--- src/rtl/pecc_pkg.sv ---
`timescale 1ns/1ps
package pecc_pkg;
   localparam int DW = 4;
   localparam int GW = 3;
   localparam int CW = DW + GW;

   typedef enum logic [1:0] {
      OP_READ  = 2'd0,
      OP_PROG  = 2'd1,
      OP_ERASE = 2'd2,
      OP_RAW   = 2'd3
   } pecc_op_e;

   // syndrome {C,B,A} that blames data bit i, packed 3 bits per data bit
   localparam logic [DW*GW-1:0] BLAME_SYND = {3'b111, 3'b110, 3'b101, 3'b011};

   // guard equation taps: bit j of GUARD_TAPS[g*DW +: DW] selects data bit j
   localparam logic [GW*DW-1:0] GUARD_TAPS = {4'b1110, 4'b1101, 4'b1011};
endpackage

--- src/rtl/pecc_encode.sv ---
`timescale 1ns/1ps
module pecc_encode
   import pecc_pkg::*;
(
   input  logic [DW-1:0] enc_data,
   output logic [CW-1:0] enc_word
);
   logic [GW-1:0] guard;

   for (genvar g = 0; g < GW; g++) begin : g_guard
      assign guard[g] = ^(enc_data & GUARD_TAPS[g*DW +: DW]);
   end

   assign enc_word = {guard, enc_data};
endmodule

--- src/rtl/pecc_decode.sv ---
`timescale 1ns/1ps
module pecc_decode
   import pecc_pkg::*;
(
   input  logic [CW-1:0] dec_word,
   output logic [DW-1:0] dec_data,
   output logic          dec_fixed
);
   logic [CW-1:0] recoded;
   logic [GW-1:0] synd;

   pecc_encode u_reenc (
      .enc_data (dec_word[DW-1:0]),
      .enc_word (recoded)
   );

   assign synd = dec_word[CW-1:DW] ^ recoded[CW-1:DW];

   for (genvar i = 0; i < DW; i++) begin : g_fix
      assign dec_data[i] = dec_word[i] ^ (synd == BLAME_SYND[i*GW +: GW]);
   end

   assign dec_fixed = |synd;
endmodule

--- src/rtl/pecc_cells.sv ---
`timescale 1ns/1ps
module pecc_cells
   import pecc_pkg::*;
#(
   parameter  int DEPTH = 16,
   localparam int AW    = $clog2(DEPTH)
) (
   input  logic          clk,
   input  logic          rst_n,
   input  logic          set_en,
   input  logic          clr_en,
   input  logic [AW-1:0] addr,
   input  logic [CW-1:0] set_pat,
   output logic [CW-1:0] rd_word
);
   logic [CW-1:0] cell_view [DEPTH];

   for (genvar w = 0; w < DEPTH; w++) begin : g_word
      logic [CW-1:0] q;
      logic          hit;
      assign hit = (addr == AW'(w));
      always_ff @(posedge clk or negedge rst_n) begin
         if (!rst_n)
            q <= '0;
         else if (hit && clr_en)
            q <= '0;
         else if (hit && set_en)
            q <= q | set_pat;
      end
      assign cell_view[w] = q;
   end

   assign rd_word = cell_view[addr];
endmodule

--- src/rtl/prog_only_ecc_store.sv ---
`timescale 1ns/1ps
module prog_only_ecc_store
   import pecc_pkg::*;
#(
   parameter  int DEPTH = 16,
   localparam int AW    = $clog2(DEPTH)
) (
   input  logic          clk,
   input  logic          rst_n,
   input  logic          req_valid,
   input  logic [1:0]    req_op,
   input  logic [AW-1:0] req_addr,
   input  logic [3:0]    req_data,
   input  logic [6:0]    req_raw,
   output logic          rd_valid,
   output logic [3:0]    rd_data,
   output logic          rd_fixed,
   output logic          wr_warn
);
   if (DEPTH < 2 || (DEPTH & (DEPTH - 1)) != 0) begin : g_bad_depth
      $error("DEPTH must be a power of two and at least 2");
   end
   if (DW != 4 || GW != 3) begin : g_bad_code
      $error("guard equations are defined for 4 data and 3 guard bits");
   end

   logic          is_read, is_prog, is_raw, is_erase;
   logic [CW-1:0] enc_word, target, cur_word, merged;
   logic [DW-1:0] fix_data;
   logic          fix_flag;

   assign is_read  = req_valid && (req_op == OP_READ);
   assign is_prog  = req_valid && (req_op == OP_PROG);
   assign is_raw   = req_valid && (req_op == OP_RAW);
   assign is_erase = req_valid && (req_op == OP_ERASE);

   pecc_encode u_enc (
      .enc_data (req_data),
      .enc_word (enc_word)
   );

   assign target = is_raw ? req_raw : enc_word;

   pecc_cells #(.DEPTH(DEPTH)) u_cells (
      .clk     (clk),
      .rst_n   (rst_n),
      .set_en  (is_prog || is_raw),
      .clr_en  (is_erase),
      .addr    (req_addr),
      .set_pat (target),
      .rd_word (cur_word)
   );

   assign merged = cur_word | target;

   pecc_decode u_dec (
      .dec_word  (cur_word),
      .dec_data  (fix_data),
      .dec_fixed (fix_flag)
   );

   always_ff @(posedge clk or negedge rst_n) begin
      if (!rst_n) begin
         rd_valid <= 1'b0;
         rd_data  <= '0;
         rd_fixed <= 1'b0;
         wr_warn  <= 1'b0;
      end else begin
         rd_valid <= is_read;
         rd_data  <= is_read ? fix_data : '0;
         rd_fixed <= is_read && fix_flag;
         wr_warn  <= (is_prog || is_raw) && (merged != target);
      end
   end
endmodule

--- config.mk ---
export PLATFORM = sky130hd
export DESIGN_NAME = prog_only_ecc_store
export DESIGN_NICKNAME = d
export VERILOG_FILES = /design/src/rtl/pecc_pkg.sv /design/src/rtl/pecc_encode.sv /design/src/rtl/pecc_decode.sv /design/src/rtl/pecc_cells.sv /design/src/rtl/prog_only_ecc_store.sv
export SDC_FILE = /design/constraint.sdc
export NUM_CORES = 1
export LEC_CHECK = 0
export BUFFER_PORTS_ARGS = -buffer_cell sky130_fd_sc_hd__buf_4
export CORE_ASPECT_RATIO = 1.75
export CORE_MARGIN = 5
export CORE_UTILIZATION = 45
export DETAILED_ROUTE_END_ITERATION = 10
export PLACE_DENSITY = 0.65
export SLEW_MARGIN = 25
export SYNTH_ARGS = -nofsm -noshare
export SYNTH_HDL_FRONTEND = slang
export SYNTH_HIERARCHICAL = 1
export SYNTH_SLANG_ARGS = --single-unit
--- constraint.sdc ---
create_clock -name clk -period 5 [get_ports clk]
set_input_delay 0.25 -clock clk [delete_from_list [all_inputs] [get_ports clk]]
set_output_delay 0.25 -clock clk [all_outputs]
set_load 0.005 [all_outputs]
==> run_results.csv <==
group,metric,value,unit
power,internal_power,2.29,mW
placement,buffer_ports.inserted,26,
route,detail_route.wl_per_cell,22.4,µm
timing,report.final.slew_viol_count,0,
power,power_density,478,nW/µm²
floorplan,chipWidth,96.8,µm
setup_path,timing.critical_path.arrival,3.03,ns
setup_path,cp_slowest_cell,"sky130_fd_sc_hd__mux4_1",
hold_path,min-delay-start,"req_op[1]",
setup_path,critPathLaunchType,"primary input",
route,detailedRoute.firstIterationViolations,429,
logic_synthesis,mappedNetlistArea,5930,µm²
clock_tree,cts_buffer_depth,2,
clock_tree,cts_htree_levels,4,
setup_path,worstReg2RegEnd,"rd_data[3]",
power,power_frac_clock,38.2,%
flow_run,maxCapViolCount,0,
setup_path,crit_family,"XOR/XNOR gates",
global_route,antenna_violations_before_repair,0,
logic_synthesis,synth-warning-count,6,
placement,place_hpwl,10.0,mm
timing,report.final.hold_viol_count,0,
timing,hold_slack,0.134,ns
global_route,wire_length_of_the_first_global_routing_pass,25.4,mm
power,proportion_of_power_drawn_by_flip_flops_and_latches,40.0,%
power,share_comb_of_total_power,21.8,%
setup_path,cp_num_buf_inv,1,
timing,post-route-min-period,2.74,ns
final_layout,fill_cells,1158,
route,drc_errors,0,
route,vias_per_cell,6.35,
clock_tree,cts_tree,"built",
power,p_switching,0.911,mW
setup_path,timing.reg2reg.setup_slack,2.36,ns
timing,setup_total_negative_slack,0,ns
setup_path,cp_max_fo,36,
power,static-leakage-power,3.07,nW
final_layout,final_nets,546,
hold_path,timing.hold.worst_path_depth,2,
clock_tree,clk_root_buffer_cell,"sky130_fd_sc_hd__clkbuf_16",
timing,finalCritPeriodShare,54.7,%
floorplan,floorplan.die_area,15700,µm²
clock_tree,later_pin_clock_latency_in_the_skew_report,0.41,ns
clock_tree,post_cts_resize_count,0,
logic_synthesis,synth_nets,546,
floorplan,coreArea,12900,µm²
global_route,grt_use_total,21.0,%
clock_tree,path_clk_slew,0.05,ns
route,route.final.wire_length,15.9,mm
final_layout,drive_gt1_share,19.1,%
hold_path,path_category_of_the_worst_min_delay_check,"in -> reg",
final_layout,n_antenna_cell,0,
timing,achievable-frequency,365,MHz
setup_path,timing.critical_path.slowest_cell_delay,0.67,ns
setup_path,reg2reg_from,"u_cells/g_word[1].q[0]",
floorplan,initial_utilization,45.9,%
outcome,outcome,"finished clean",
setup_path,crit_path_cell_trace,"buf_4, mux4_1, a22oi_1, nand2_1, xor3_1, xor2_2, nand3_1, xnor2_1, and2_1",
setup_path,setup.worst_path.class,"in -> reg",
floorplan,placementRows,55,
global_route,grt_overflow,0,
final_layout,area.growth.synth_to_final,12.7,%
timing,timing.max_slew.rel_slack,35.5,%
global_route,grt_pass1_vias,4584,
setup_path,reg2reg_path_depth,8,
route,via_count,4509,
power,irDropWorstVdd,0.206,mV
final_layout,finish.utilization,51.7,%
timing,rsz0062_at_grt,"false",
setup_path,worst-endpoint-required,5.29,ns
clock_tree,cts-buffers-inserted,17,
timing,final.setup_skew,0.00805,ns
clock_tree,cts.sinks,119,
setup_path,timing.critical_path.to_type,"flop",
floorplan,design.portCount,27,
hold_path,worst_hold_end,"rd_valid",
logic_synthesis,syn-instance-count,526,
floorplan,die_h,162,µm
timing,tightest_slew,0.959,ns
route,drtPass1Iterations,5,
placement,place.gp.congestion,0.889,
timing,setup_viol_count_final,0,
power,switching_power_share_of_the_total,28.5,%
route,drtAntennaViolNets,0,
logic_synthesis,syn_avg_cell_area,11.3,µm²
global_route,grt_start_max_net_pins,64,
## worst max path at each step
stage | startpoint | endpoint | cells past startpoint
after global placement | req_addr[2] | rd_fixed | 8
after detailed placement | req_addr[0] | rd_fixed | 8
after floorplan | req_addr[1] | rd_fixed | 10
final | req_addr[0] | rd_data[3] | 9
after global routing | req_addr[0] | rd_data[3] | 9
after CTS | req_addr[0] | rd_fixed | 8
## layer usage
layer / routed length, µm / share of wire [%] / GRT usage, %
met1: 5780 / 36 / 24.3
met2: 8110 / 51 / 35.0
met3: 1040 / 6.5 / 3.91
met4: 964 / 6.1 / 15.0
met5: 0 / 0 / 0
## state kept, by name, indices dropped and copies added, names as in the netlist
signal / count
wr_warn: 1
rd_fixed: 1
rd_valid: 1
u_cells/g_word.q: 112
rd_data: 4
## what timing repair did
action / in CTS / in global routing
setup buffers: 0 / 0
hold buffers: 1 / 0
endpoints found under the hold margin: 62 / 0
## layout by cell type (no fill, tap or decap), drive strengths merged, types with 2 or more instances in the layout
| cell | count |
|---|---|
| mux2 | 4 |
| clkinvlp | 2 |
| nand2b | 2 |
| xnor2 | 4 |
| nor2b | 2 |
| nor3 | 4 |
| nand2 | 11 |
| nand3 | 3 |
| xor3 | 6 |
| a22oi | 14 |
| and3 | 2 |
| buf | 34 |
| xor2 | 3 |
| clkbuf | 20 |
| and3b | 3 |
| nor2 | 125 |
| dfrtp | 119 |
| nor3b | 2 |
| clkinv | 6 |
| mux4 | 28 |
| a31oi | 112 |
| inv | 7 |
| bufinv | 3 |
| and2 | 7 |
| nand3b | 5 |
## cell type report
cell class                      instances  area, µm²  area share, %
Clock buffer                           20        447           6.68
Clock inverter                         12        151           2.26
Inverter                                6       22.5          0.337
Multi-Input combinational cell        347       2610           39.0
Sequential cell                       119       2980           44.5
Tap cell                              171        214           3.20
Timing Repair Buffer                   35        265           3.97
## stage by stage
| stage | area, µm² | worst slack [ns] | std cells | total power, mW |
|---|---|---|---|---|
| 6_report | 6690 | 2.26 | 710 | 3.20 |
| 5_1_grt | 6690 | 2.11 | 710 | 3.33 |
| 3_5_place_dp | 6080 | 1.87 | 677 | 1.98 |
| 2_1_floorplan | 5930 | 2.41 | 526 | 1.78 |
| 4_1_cts | 6690 | 2.30 | 710 | 3.21 |
| 3_3_place_gp | 6070 | 1.94 | 677 | 1.93 |
## power by group through the flow
stage	clock network [mW]	registers, mW	logic [mW]
floorplan	0	1.25	0.528
CTS	1.24	1.28	0.690
detailed placement	0	1.29	0.687
global placement	0	1.28	0.652
global route	1.28	1.30	0.756
finish	1.22	1.28	0.696
No activity file was read; power rests on OpenSTA's default activity.
